### src/rtl/irq_out_pkg.sv
package irq_out_pkg;
  localparam int SRC_N = 3;
  // Control register bit positions (software-visible layout).
  localparam int POS_POL   = 2;
  localparam int POS_PULSE = 1;
  localparam logic [7:0] CTL_MASK = 8'b1110_0110;

  // Access strobes decoded by the control module for the datapath.
  typedef struct packed {
    logic wrCtl;
    logic rdCtl;
    logic rdFlags;
  } accStrobe_t;
endpackage

### src/rtl/irq_out_ctrl.sv
module irq_out_ctrl
  import irq_out_pkg::*;
#(
  parameter int PULSE_TICKS = 200
) (
  input  logic       clk,
  input  logic       rstN,
  input  logic       regWrEn,
  input  logic       regRdEn,
  input  logic       regAddr,
  input  logic       tick,
  input  logic       raiseAny,
  input  logic       pulseMode,
  output accStrobe_t stb,
  output logic       active
);
  localparam int CNT_W = $clog2(PULSE_TICKS + 1);

  logic [CNT_W-1:0] cnt;

  always_comb begin
    stb.wrCtl   = regWrEn & ~regAddr;
    stb.rdCtl   = regRdEn & ~regAddr;
    stb.rdFlags = regRdEn &  regAddr;
  end

  always_ff @(posedge clk) begin
    if (!rstN) begin
      active <= 1'b0;
      cnt    <= '0;
    end else if (raiseAny) begin
      active <= 1'b1;
      cnt    <= CNT_W'(PULSE_TICKS);
    end else if (active) begin
      if (pulseMode) begin
        if (tick) begin
          if (cnt <= CNT_W'(1)) begin
            active <= 1'b0;
            cnt    <= '0;
          end else begin
            cnt <= cnt - CNT_W'(1);
          end
        end
      end else if (stb.rdCtl || stb.rdFlags) begin
        active <= 1'b0;
      end
    end
  end

  p_idle_stays_r5: assert property (@(posedge clk) disable iff (!rstN)
    (!active && !raiseAny) |=> !active);
  p_level_hold_r9: assert property (@(posedge clk) disable iff (!rstN)
    (active && !pulseMode && !regRdEn) |=> active);
  p_pulse_end_r7: assert property (@(posedge clk) disable iff (!rstN)
    (active && pulseMode && tick && cnt == CNT_W'(1) && !raiseAny) |=> !active);
  p_pulse_read_r10: assert property (@(posedge clk) disable iff (!rstN)
    (active && pulseMode && !tick) |=> active);
  p_cnt_bound_r8: assert property (@(posedge clk) disable iff (!rstN)
    int'(cnt) <= PULSE_TICKS);
endmodule

### src/rtl/irq_out_dp.sv
module irq_out_dp
  import irq_out_pkg::*;
(
  input  logic             clk,
  input  logic             rstN,
  input  logic [SRC_N-1:0] evt,
  input  logic [7:0]       wrData,
  input  accStrobe_t       stb,
  input  logic             active,
  output logic [7:0]       rdData,
  output logic             raiseAny,
  output logic             pulseMode,
  output logic             pinOut,
  output logic             pinOe
);
  logic [7:0]       ctlReg;
  logic [SRC_N-1:0] flagQ;
  logic [SRC_N-1:0] enVec;
  logic             polHigh;

  always_ff @(posedge clk) begin
    if (!rstN)          ctlReg <= '0;
    else if (stb.wrCtl) ctlReg <= wrData & CTL_MASK;
  end

  // Source i is enabled by control bit 7-i.
  for (genvar i = 0; i < SRC_N; i++) begin : g_src
    assign enVec[i] = ctlReg[7-i];

    always_ff @(posedge clk) begin
      if (!rstN)            flagQ[i] <= 1'b0;
      else if (stb.rdFlags) flagQ[i] <= evt[i];
      else                  flagQ[i] <= flagQ[i] | evt[i];
    end

    p_flag_set_r3: assert property (@(posedge clk) disable iff (!rstN)
      evt[i] |=> flagQ[i]);
    p_flag_clear_r4: assert property (@(posedge clk) disable iff (!rstN)
      (stb.rdFlags && !evt[i]) |=> !flagQ[i]);
  end

  assign raiseAny  = |(evt & enVec);
  assign pulseMode = ctlReg[POS_PULSE];
  assign polHigh   = ctlReg[POS_POL];

  always_comb begin
    if (stb.rdCtl)        rdData = ctlReg;
    else if (stb.rdFlags) rdData = {{(8-SRC_N){1'b0}}, flagQ};
    else                  rdData = '0;
  end

  assign pinOut = polHigh & active;
  assign pinOe  = polHigh | active;

  p_ctl_layout_r2: assert property (@(posedge clk) disable iff (!rstN)
    (ctlReg & ~CTL_MASK) == 8'h00);
endmodule

### src/rtl/irq_out_top.sv
module irq_out_top
  import irq_out_pkg::*;
#(
  parameter int PULSE_TICKS = 200
) (
  input  logic       clk,
  input  logic       rstN,
  input  logic       evtWdog,
  input  logic       evtAlarm,
  input  logic       evtPfail,
  input  logic       tick,
  input  logic       regWrEn,
  input  logic       regRdEn,
  input  logic       regAddr,
  input  logic [7:0] regWrData,
  output logic [7:0] regRdData,
  output logic       pinOut,
  output logic       pinOe
);
  accStrobe_t stb;
  logic       active;
  logic       raiseAny;
  logic       pulseMode;

  irq_out_ctrl #(.PULSE_TICKS(PULSE_TICKS)) u_ctrl (
    .clk(clk), .rstN(rstN), .regWrEn(regWrEn), .regRdEn(regRdEn),
    .regAddr(regAddr), .tick(tick), .raiseAny(raiseAny),
    .pulseMode(pulseMode), .stb(stb), .active(active)
  );

  irq_out_dp u_dp (
    .clk(clk), .rstN(rstN), .evt({evtPfail, evtAlarm, evtWdog}),
    .wrData(regWrData), .stb(stb), .active(active), .rdData(regRdData),
    .raiseAny(raiseAny), .pulseMode(pulseMode), .pinOut(pinOut), .pinOe(pinOe)
  );
endmodule

### config.mk
export PLATFORM = sky130hd
export DESIGN_NAME = irq_out_top
export DESIGN_NICKNAME = d
export VERILOG_FILES = /design/src/rtl/irq_out_pkg.sv /design/src/rtl/irq_out_ctrl.sv /design/src/rtl/irq_out_dp.sv /design/src/rtl/irq_out_top.sv
export SDC_FILE = /design/constraint.sdc
export NUM_CORES = 1
export LEC_CHECK = 0
export ABC_AREA = 1
export ABC_CLOCK_PERIOD_IN_PS = 1800
export BUFFER_PORTS_ARGS = -buffer_cell sky130_fd_sc_hd__buf_2
export CORE_UTILIZATION = 50
export CTS_CLUSTER_SIZE = 8
export DETAILED_ROUTE_END_ITERATION = 10
export GPL_TIMING_DRIVEN = 0
export PLACE_DENSITY = 0.77
export SYNTH_ARGS = -nofsm -noshare
export SYNTH_HDL_FRONTEND = slang
export SYNTH_SLANG_ARGS = --single-unit
### constraint.sdc
create_clock -name clk -period 1.8 [get_ports clk]
set_clock_uncertainty 0.05 [all_clocks]
set_input_delay 0.09 -clock clk [delete_from_list [all_inputs] [get_ports clk]]
set_output_delay 0.09 -clock clk [all_outputs]
set_load 0.005 [all_outputs]
==> metrics.txt, run 1 <==
setup tns final 0 ns; Layout Area Growth over Synthesis 20.4%; Rows 15; clock slew at reported path FFs 0.11 ns; Worst Path Arrival 1.60 ns; worst skew pair latency 0.30 ns; initial antenna violation count 0; post-route antenna net violation count 0; GRT Total Usage 21.3%; synth unique cells 25; DRC viols 0; CTS root buf clkbuf_4; worst hold stages 3; power per cell area 693 mW/mm²; crit-path max FO 6; synthesized area 970 µm²; final wirelength 2010 µm; core area 0.00176 mm²; Max clock buf depth 2; vias in the first global route 778; slowest cell on the critical path dfxtp_1; first-pass GRT wire length 3170 µm; DR vias/cell 4.78; # fillers 177; Die Ht 46.0 µm; total stage count of the critical path 9; TritonCTS Buffers 3; Syn Area/Cell 7.13 µm²; max incr delay on CP 0.36 ns; CTS sink count 17; TritonCTS clock tree done; Max Slew Vio Count 0; Setup CP Type flip-flop to flip-flop; Multi-input gate area 527 µm²; Setup violations, final 0; final hold vios 0; RSZ-0062 raised after global routing no; Final WS setup 0.397 ns; worst path cell trace inv_1 > ha_1 > inv_1 > nand2_1 > nand2_1 > nor2_4 > nor2_8 > nand3_2 > a21oi_2; r2r endpoint u_ctrl.cnt[7]$_SDFFE_PN0P_; Place WS 0.396 ns; largest delay contributor family on the critical path simple AND/OR/NAND/NOR gates; Vias 908; R2R cell count 9; WP buf/inv 2; HP Class input pin to flip-flop; Reg2Reg Launch Point u_ctrl.cnt[0]$_SDFFE_PP0P_; die width 46.0 µm; RePlAce Congestion 0.844; Tcrit/Tclk final 78.0%; critical path endpoint category flip-flop; CTS H-tree lvls 1; sequential fraction of the synthesis area 35.1%; Setup crit start kind flip-flop; Synth Warn # 0; Worst EP required 2.00 ns; I/O pins 27; final core utilization 66.2%; drt first pass iters 4; FF+latch area 340 µm²; I/O Buffers 21; crit path from u_ctrl.cnt[0]$_SDFFE_PP0P_; Nets 185; Leak 0.564 nW; synthesized instance count 136; Hold Startpoint rstN; detailed placer's ending HPWL 1550 µm; DRT iter0 DRCs 22; run status complete, no violations; #FFs+latches synth 17; reg2reg setup slack 0.40 ns; layout cell share with drive strength beyond 1 27.9%; Hold Path End u_dp.ctlReg[6]$_SDFFE_PN0P_; max_cap viols 0; min cycle time layout 1.40 ns; achievable clock frequency 713 MHz; post-cts resize count 0; VDD IR max 434 µV; pin count of the biggest net entering global routing 11; initial core utilization 55.0%; drt wl/cell 10.6 µm; GR Overflow Total 0; die area 0.00212 mm²; ANT cells 0
-- power by group --
part           switching (mW)  internal, mW
Clock                   0.132        0.0829
Combinational           0.106        0.0712
Sequential             0.0186         0.399
-- metrics by stage --
stage	cell area [µm²]	instances	hold slack, ns	total power [mW]
global route	1170	190	0.0149	0.858
CTS	1170	190	0.0139	0.814
floorplan	973	137	0.157	0.549
detailed placement	1110	183	0.271	0.598
finish	1170	190	0.0174	0.810
global placement	1110	183	0.263	0.593
-- synth_stat cells --
library cell  number  area share [%]
o21ai_1            1            0.52
nand4_1            2             1.3
o21ai_0            8             4.1
nand3_2            2             2.1
dfxtp_1           17              35
nor2_4             1             1.2
inv_6              1            0.90
nor2_2             1            0.65
o21ai_2            3             2.7
conb_1             1            0.39
o211ai_1           1            0.77
nand3_1            4             2.1
inv_1             19             7.4
a21boi_2           1             1.2
ha_1               2             2.6
o21bai_1           1            0.77
nand2_2            2             1.3
nand2_1           21             8.1
a21oi_1           17             8.8
nor2_8             2             4.1
a21oi_2            3             2.7
nor2_1            20             7.7
buf_4              2             1.5
xor2_1             1            0.90
inv_2              3             1.2
-- cell usage in the layout, fill, tap and decap left out, drive strengths merged --
| cell | count |
|---|---|
| a21boi | 1 |
| o21ai | 12 |
| nand3 | 6 |
| dfxtp | 17 |
| nor2 | 24 |
| conb | 2 |
| o211ai | 1 |
| inv | 23 |
| clkbuf | 3 |
| clkinv | 1 |
| xor2 | 1 |
| ha | 2 |
| o21bai | 1 |
| buf | 23 |
| nand2 | 23 |
| nand4 | 2 |
| a21oi | 20 |
| dlygate4sd3 | 3 |
-- how the worst max path moves through the flow --
stage	end	slack, ns
6_report	u_ctrl.cnt[7]$_SDFFE_PN0P_	0.40
5_1_grt	u_ctrl.cnt[4]$_SDFFE_PP0P_	0.24
2_1_floorplan	u_ctrl.cnt[6]$_SDFFE_PN0P_	0.53
4_1_cts	u_ctrl.cnt[7]$_SDFFE_PN0P_	0.37
3_3_place_gp	u_ctrl.cnt[6]$_SDFFE_PN0P_	0.43
3_5_place_dp	u_ctrl.cnt[7]$_SDFFE_PN0P_	0.40
-- final cells by class --
class | count | area share (%)
Clock inverter | 1 | 0.429
Tap cell | 25 | 2.68
Inverter | 23 | 7.82
Sequential cell | 17 | 29.2
Timing Repair Buffer | 24 | 11.6
Clock buffer | 3 | 1.93
Buffer | 2 | 1.29
Multi-Input combinational cell | 95 | 45.1
-- repair_timing --
item	4_1_cts	5_1_grt
hold buffers	3	0
setup buffers	0	0
hold endpoints to repair	3	0
-- flip-flops by register name, indices dropped and copies added, names as in the netlist --
register and cells:
u_dp.ctlReg 5, u_dp.flagQ 3, u_ctrl.cnt 8, u_ctrl.active 1
-- layer usage --
metal	GRT usage (%)	part of all wire (%)	routed length, µm
met5	0	0	0
met4	10.6	1.2	25
met3	4.76	3.7	74
met2	32.1	45	897
met1	28.4	50	1010
-- kinds of logic after synthesis --
family | synth area share [%]
buf+inv | 11.0
compound gates | 21.5
xor+xnor | 0.903
flops | 35.1
other cells | 0.387
fa+ha+maj | 2.58
simple gates | 28.5
-- worst reg2reg max path, cell delays in order, from the launching register on --
cell and delay, ns:
dfxtp_1 0.36, inv_1 0.09, ha_1 0.27, inv_1 0.07
nand2_1 0.05, nand2_1 0.09, nor2_4 0.06, nor2_8 0.12
nand3_2 0.08, a21oi_2 0.11
Note: power is estimated with default switching activity, not from simulation.
==> run 2: changes to the inputs <==
--- a/config.mk
+++ b/config.mk
@@ -5,14 +5,14 @@
 export SDC_FILE = /design/constraint.sdc
 export NUM_CORES = 1
 export LEC_CHECK = 0
-export ABC_AREA = 1
-export ABC_CLOCK_PERIOD_IN_PS = 1800
+export ABC_AREA = 0
+export ABC_CLOCK_PERIOD_IN_PS = 1300
 export BUFFER_PORTS_ARGS = -buffer_cell sky130_fd_sc_hd__buf_2
-export CORE_UTILIZATION = 50
+export CORE_UTILIZATION = 48
 export CTS_CLUSTER_SIZE = 8
 export DETAILED_ROUTE_END_ITERATION = 10
 export GPL_TIMING_DRIVEN = 0
-export PLACE_DENSITY = 0.77
+export PLACE_DENSITY = 0.76
 export SYNTH_ARGS = -nofsm -noshare
 export SYNTH_HDL_FRONTEND = slang
 export SYNTH_SLANG_ARGS = --single-unit
==> constraint.sdc (replaced) <==
create_clock -name clk -period 1.3 [get_ports clk]
set_clock_uncertainty 0.05 [all_clocks]
set_input_delay 0.065 -clock clk [delete_from_list [all_inputs] [get_ports clk]]
set_output_delay 0.065 -clock clk [all_outputs]
set_load 0.005 [all_outputs]
==> metrics.txt, run 2 <==
clock slew at reported path FFs 0.10 ns (about the same); initial core utilization 53.1% (-1.9 points); Syn Area/Cell 8.61 µm² (+21%); initial antenna violation count 0 (unchanged); Worst EP required 1.46 ns (-0.54 ns); NetSw 0.279 mW (+8.8%); synth unique cells 30 (+20%); Setup crit start kind flip-flop; achievable clock frequency 556 MHz (-22%); critical path endpoint category flip-flop; Hold Path End u_dp.ctlReg[6]$_SDFFE_PN0P_; final hold vios 1 (+1); max incr delay on CP 0.45 ns (+0.09 ns); met2 GRT Util 44.2% (+12 points); max FFs per register 8 (unchanged); placed insts 133 (-27%); Tcrit/Tclk final 138% (+60 points); most frequent cells in the layout 21 x buf_2, 16 x nor2_1, 12 x buf_4, 9 x dfxtp_1; vias in the first global route 802 (+3.1%); layout cell share with drive strength beyond 1 40.7% (+13 points); TritonCTS clock tree done; Place WS -0.539 ns (-0.935 ns); DRT iter0 DRCs 45 (+100%); met1 usage 31.4% (+3.0 points); TritonCTS Buffers 3 (unchanged); area leader, netlist dfxtp_1; worst skew pair latency 0.29 ns (about the same); Yosys top cell area share 41.6% (+6.5 points); async set-or-reset flop fraction in the synthesized netlist 0% (unchanged); GRT Total Usage 25.3% (+4.0 points); Layout Area Growth over Synthesis 47.4%; Final Power 1.06 mW (+30%); failing checks negative hold slack, negative setup slack; final wirelength 2210 µm (+9.9%); ANT cells 0 (unchanged); Regs by FF count u_ctrl.cnt (8), u_dp.ctlReg (5), u_dp.flagQ (3); HP Class input pin to flip-flop; first-pass GRT wire length 3480 µm (+10%); worst hold stages 3 (unchanged); Most flops, register u_ctrl.cnt; Die Ht 43.3 µm (-6.0%); Synth Flop Type dfxtp_1; power per cell area 876 mW/mm² (+26%); setup tns final -3.42 ns (-3.42 ns); detailed placer's ending HPWL 1250 µm (-20%); Flop pwr share 53.9% (+2.3 points); Reg2Reg Launch Point u_ctrl.cnt[4]$_SDFFE_PP0P_; min cycle time layout 1.80 ns (+0.394 ns); run status finished, violations left; RePlAce Congestion 0.763 (-9.6%); die area 0.00187 mm² (-12%); Synth Warn # 0 (unchanged); combinational fraction of design power 19.1% (-2.8 points); I/O Buffers 21 (unchanged); drt first pass iters 4 (unchanged); final core utilization 78.2% (+12 points); CTS root buf clkbuf_4; synthesized area 818 µm² (-16%); R2R cell count 4 (-5); pin count of the biggest net entering global routing 11 (unchanged); r2r endpoint u_ctrl.cnt[7]$_SDFFE_PN0P_; Setup violations, final 9 (+9); reg2reg setup slack -0.50 ns (-0.89 ns); CTS sink count 17 (unchanged); clock group share of total power 27.0% (+0.4 points); Post-synth EDFFs 0 (unchanged); Rows 14 (-1); top cells by count, synth 17 x dfxtp_1, 17 x nor2_1, 8 x mux2i_1; VDD IR max 1020 µV (+130%); post-route antenna net violation count 0 (unchanged); drt wl/cell 14.1 µm (+34%); crit-path max FO 3 (-3); DRC viols 0 (unchanged); DR vias/cell 5.49 (+15%); Power Internal 0.777 mW (+41%); synthesized instance count 95 (-30%); top cells by area, synth dfxtp_1 42%, mux2i_1 9.8%, nor2_1 7.8%; sequential fraction of the synthesis area 41.6% (+6.5 points); CTS H-tree lvls 1 (unchanged); RSZ-0062 raised after global routing yes; GR Overflow Total 0 (unchanged); die width 43.3 µm (-6.0%); commonest non-fill, non-tap cell in the layout buf_2; hold slack -0.0119 ns (-0.0293 ns); Max Slew Vio Count 0 (unchanged); final instance area 0.00121 mm² (+3.3%); Nets 160 (-14%); post-route non-filler standard cell count 156 (-18%); Hold Startpoint regWrData[6]; Worst Path Arrival 1.96 ns (+0.36 ns); #FFs+latches synth 17 (unchanged); max_cap viols 0 (unchanged); placed inst area 962 µm² (-13%); Final WS setup -0.498 ns (-0.894 ns); Max clock buf depth 2 (unchanged); Leak 0.541 nW (-4.1%); layer with the highest usage met2; routing usage on met3 5.11% (+0.34 points); core area 0.00154 mm² (-13%); Setup CP Type flip-flop to flip-flop; slowest cell on the critical path or4_4; Vias 857 (-5.6%); switching share of power 26.4% (-5.3 points); worst path cell trace or3_4 > or4_4 > or3_1 > a31oi_1; I/O pins 27 (unchanged)
run 2: cell types whose count changed after synthesis, sizes merged, moves of 3 or more:
cell / previous run / this run
nor2: 24 / 17
a21oi: 20 / 6
nand3: 6 / 1
or4: 0 / 3
mux2i: 0 / 8
o21ai: 12 / 1
inv: 23 / 4
and2: 0 / 4
or3: 0 / 4
nand2: 23 / 5
run 2: layout make-up:
type	count	area, µm²
buffer	4	22.5
clock buffer	4	26.3
fill	98	335
inverter	4	15.0
multi-input combinational	71	498
sequential	17	353
tap	16	20.0
timing repair buffer	40	272
run 2: power by group through the flow:
stage | Sequential (mW) | Clock [mW] | Combinational (mW)
final | 0.569 | 0.285 | 0.202
after global routing | 0.572 | 0.316 | 0.218
after CTS | 0.567 | 0.287 | 0.192
after detailed placement | 0.581 | 0 | 0.141
after global placement | 0.580 | 0 | 0.137
after floorplan | 0.574 | 0 | 0.0940
run 2: layer usage:
metal,share of wire [%],vias up,wire length (µm)
met1,41,400,900
met3,6.4,4,141
met5,0,-,0
met4,1.3,0,29
met2,51,38,1130
li1,-,415,-
run 2: critical path: cells and delay by family, from the launching register on:
family | cells | cell delay (ns)
flops | 1 | 0.33
compound gates | 1 | 0.15
simple gates | 3 | 1.20
run 2: logic make-up (layout without fill, tap and decap cells):
kind of cell             after synthesis  in the layout  synth area share [%]
AO/OA/AOI/OAI                         13             13                  10.2
adder cells (fa/ha/maj)                2              2                  3.06
AND/OR/NAND/NOR                       42             42                  26.0
XOR/XNOR                               4              4                  4.28
other                                  1              2                 0.458
buffers and inverters                  8             52                  4.59
flip-flops                            17             17                  41.6
multiplexers                           8              8                  9.79
run 2: worst max path at each step:
stage | from | endpoint | slack (ns) | cells past startpoint
final | u_ctrl.cnt[4]$_SDFFE_PP0P_ | u_ctrl.cnt[7]$_SDFFE_PN0P_ | -0.50 | 4
after global routing | u_ctrl.cnt[4]$_SDFFE_PP0P_ | u_ctrl.cnt[7]$_SDFFE_PN0P_ | -0.55 | 4
after CTS | u_ctrl.cnt[4]$_SDFFE_PP0P_ | u_ctrl.cnt[7]$_SDFFE_PN0P_ | -0.48 | 4
after detailed placement | u_ctrl.cnt[7]$_SDFFE_PN0P_ | u_ctrl.cnt[4]$_SDFFE_PP0P_ | -0.54 | 4
after global placement | u_ctrl.cnt[7]$_SDFFE_PN0P_ | u_ctrl.cnt[5]$_SDFFE_PP0P_ | -0.54 | 4
after floorplan | u_ctrl.cnt[4]$_SDFFE_PP0P_ | u_ctrl.cnt[7]$_SDFFE_PN0P_ | -0.42 | 4
run 2: timing repair:
action                     in CTS  in global routing
gates cloned                    0                  0
setup buffers                  10                  2
setup endpoints to repair       9                 10
hold endpoints to repair       10                  0
hold buffers                    8                  0
resized for setup              19                  1
pin swaps                      12                  2
==> run 3: changes to the inputs <==
--- a/config.mk
+++ b/config.mk
@@ -13,6 +13,7 @@
 export DETAILED_ROUTE_END_ITERATION = 10
 export GPL_TIMING_DRIVEN = 0
 export PLACE_DENSITY = 0.76
+export REMOVE_ABC_BUFFERS = 1
 export SYNTH_ARGS = -nofsm -noshare
 export SYNTH_HDL_FRONTEND = slang
 export SYNTH_SLANG_ARGS = --single-unit
==> metrics.txt, run 3 (synthesized netlist as in run 2, its figures left out) <==
initial antenna violation count 0 (unchanged); crit-path max FO 4 (+1); max incr delay on CP 0.43 ns (-0.02 ns); Worst EP required 1.47 ns (about the same); post-route antenna net violation count 0 (unchanged); commonest non-fill, non-tap cell in the layout buf_2; worst path cell trace or3_4 > or4_4 > or3_1 > a31oi_1; DRT iter0 DRCs 17 (-62%); RePlAce Congestion 0.738 (-3.2%); pin count of the biggest net entering global routing 13 (+2); clock slew at reported path FFs 0.10 ns (about the same); first-pass GRT wire length 2840 µm (-18%); slowest cell on the critical path or4_4; Setup CP Type flip-flop to flip-flop; TritonCTS clock tree done; GRT Total Usage 20.2% (-5.2 points); Metal-1 WL 804 µm (-11%); Setup crit start kind flip-flop; max_cap viols 0 (unchanged); Setup violations, final 9 (unchanged); setup tns final -2.81 ns (+0.613 ns); RSZ-0062 raised after global routing yes; Detail Route met2 WL 1070 µm (-5.4%); die width 43.3 µm (unchanged); reg2reg setup slack -0.44 ns (+0.06 ns); DR vias/cell 5.45 (-0.80%); CTS sink count 17 (unchanged); power per cell area 894 mW/mm² (+2.0%); most frequent cells in the layout 21 x buf_2, 16 x nor2_1, 11 x dfxtp_1, 9 x dlygate4sd3_1, 8 x mux2i_1; Place WS -0.707 ns (-0.168 ns); detailed placer's ending HPWL 1160 µm (-7.0%); die area 0.00187 mm² (unchanged); drt first pass iters 4 (unchanged); Layout Area Growth over Synthesis 40.5%; DRC viols 0 (unchanged); final hold vios 0 (-1); min cycle time layout 1.74 ns (-0.0616 ns); Nets 153 (-4.4%); initial core utilization 53.1% (unchanged); max FFs per register 8 (unchanged); layout cell share with drive strength beyond 1 34.6% (-6.1 points); Least-Margin Pin Slew 0.598 ns; # fillers 111 (+13%); TritonCTS Buffers 3 (unchanged); Max Slew Vio Count 0 (unchanged); Rows 14 (unchanged); Rel. slew slack 60.0%; ANT cells 0 (unchanged); vias in the first global route 671 (-16%); drt wl/cell 13.3 µm (-6.0%); VDD IR max 610 µV (-40%); failing checks negative setup slack; I/O Buffers 21 (unchanged); worst skew pair latency 0.28 ns (about the same); run status finished, violations left; core area 0.00154 mm² (unchanged); Tcrit/Tclk final 134% (-4.7 points); WL met3 96 µm (-32%); final wirelength 1980 µm (-10%); CTS root buf clkbuf_4; top layer reached by signal wires met4; Vias 812 (-5.3%); Most flops, register u_ctrl.cnt; achievable clock frequency 576 MHz (+3.5%); CTS H-tree lvls 1 (unchanged); Worst Path Arrival 1.90 ns (-0.06 ns); Regs by FF count u_ctrl.cnt (8), u_dp.ctlReg (5), u_dp.flagQ (3); Leak 0.515 nW (-4.9%); HP Class input pin to flip-flop; I/O pins 27 (unchanged); Max clock buf depth 2 (unchanged); Final Power 1.03 mW (-2.7%); Die Ht 43.3 µm (unchanged); critical path endpoint category flip-flop; Final WS setup -0.436 ns (+0.0616 ns); GR Overflow Total 0 (unchanged)
run 3: changes by cell type in the layout (fill, tap and decap cells not counted), sizes merged:
cell | previous run | this run
buf | 34 | 28
dlygate4sd3 | 8 | 9
clkbuf | 6 | 4
run 3: path summary, 6_finish.rpt:
kind	start	to	cells after the start
setup / recovery	u_ctrl.cnt[3]$_SDFFE_PN0P_	u_ctrl.cnt[7]$_SDFFE_PN0P_	4
hold / removal	regRdEn	u_dp.flagQ[2]$_SDFF_PN0_	4
setup reg to reg	u_ctrl.cnt[3]$_SDFFE_PN0P_	u_ctrl.cnt[7]$_SDFFE_PN0P_	4
hold reg to reg	u_ctrl.cnt[1]$_SDFFE_PP0P_	u_ctrl.cnt[1]$_SDFFE_PP0P_	2
run 3: routing by layer:
metal  up-vias  track usage (%)
met3         2             4.68
met5         -                0
met4         0             5.45
li1        401                -
met1       386             23.9
met2        23             35.8
run 3: report_power, final:
group	internal [mW]	total (mW)	switching [mW]
clock network	0.119	0.276	0.156
logic	0.101	0.180	0.0795
registers	0.544	0.572	0.0279
run 3: final cells by class:
cell class	instances	area, µm²	share of cell area, %
Inverter	4	15.0	1.31
Timing Repair Buffer	37	248	21.5
Multi-Input combinational cell	71	485	42.2
Clock buffer	4	26.3	2.29
Tap cell	16	20.0	1.74
Sequential cell	17	355	30.9
run 3: timing repair:
action / 4_1_cts / 5_1_grt
setup endpoints to repair: 9 / 9
setup buffers: 2 / 5
pin swaps: 4 / 8
endpoints found under the hold margin: 9 / 0
resized for setup: 8 / 9
hold buffers: 9 / 0
run 3: critical path, delay by kind of cell (launching register included):
kind / cells / cell delay (ns)
and+or+nand+nor: 3 / 1.12
DFF: 1 / 0.37
AOI/OAI and AO/OA: 1 / 0.12
run 3: metrics by stage:
step	instances	area (µm²)	hold WS, ns	util (%)
3_5_place_dp	129	925	0.252	60.0
2_1_floorplan	92	800	0.132	-
3_3_place_gp	129	925	0.245	60.0
6_report	149	1150	0.0929	74.6
5_1_grt	149	1150	0.124	74.6
4_1_cts	144	1080	0.0787	70.3
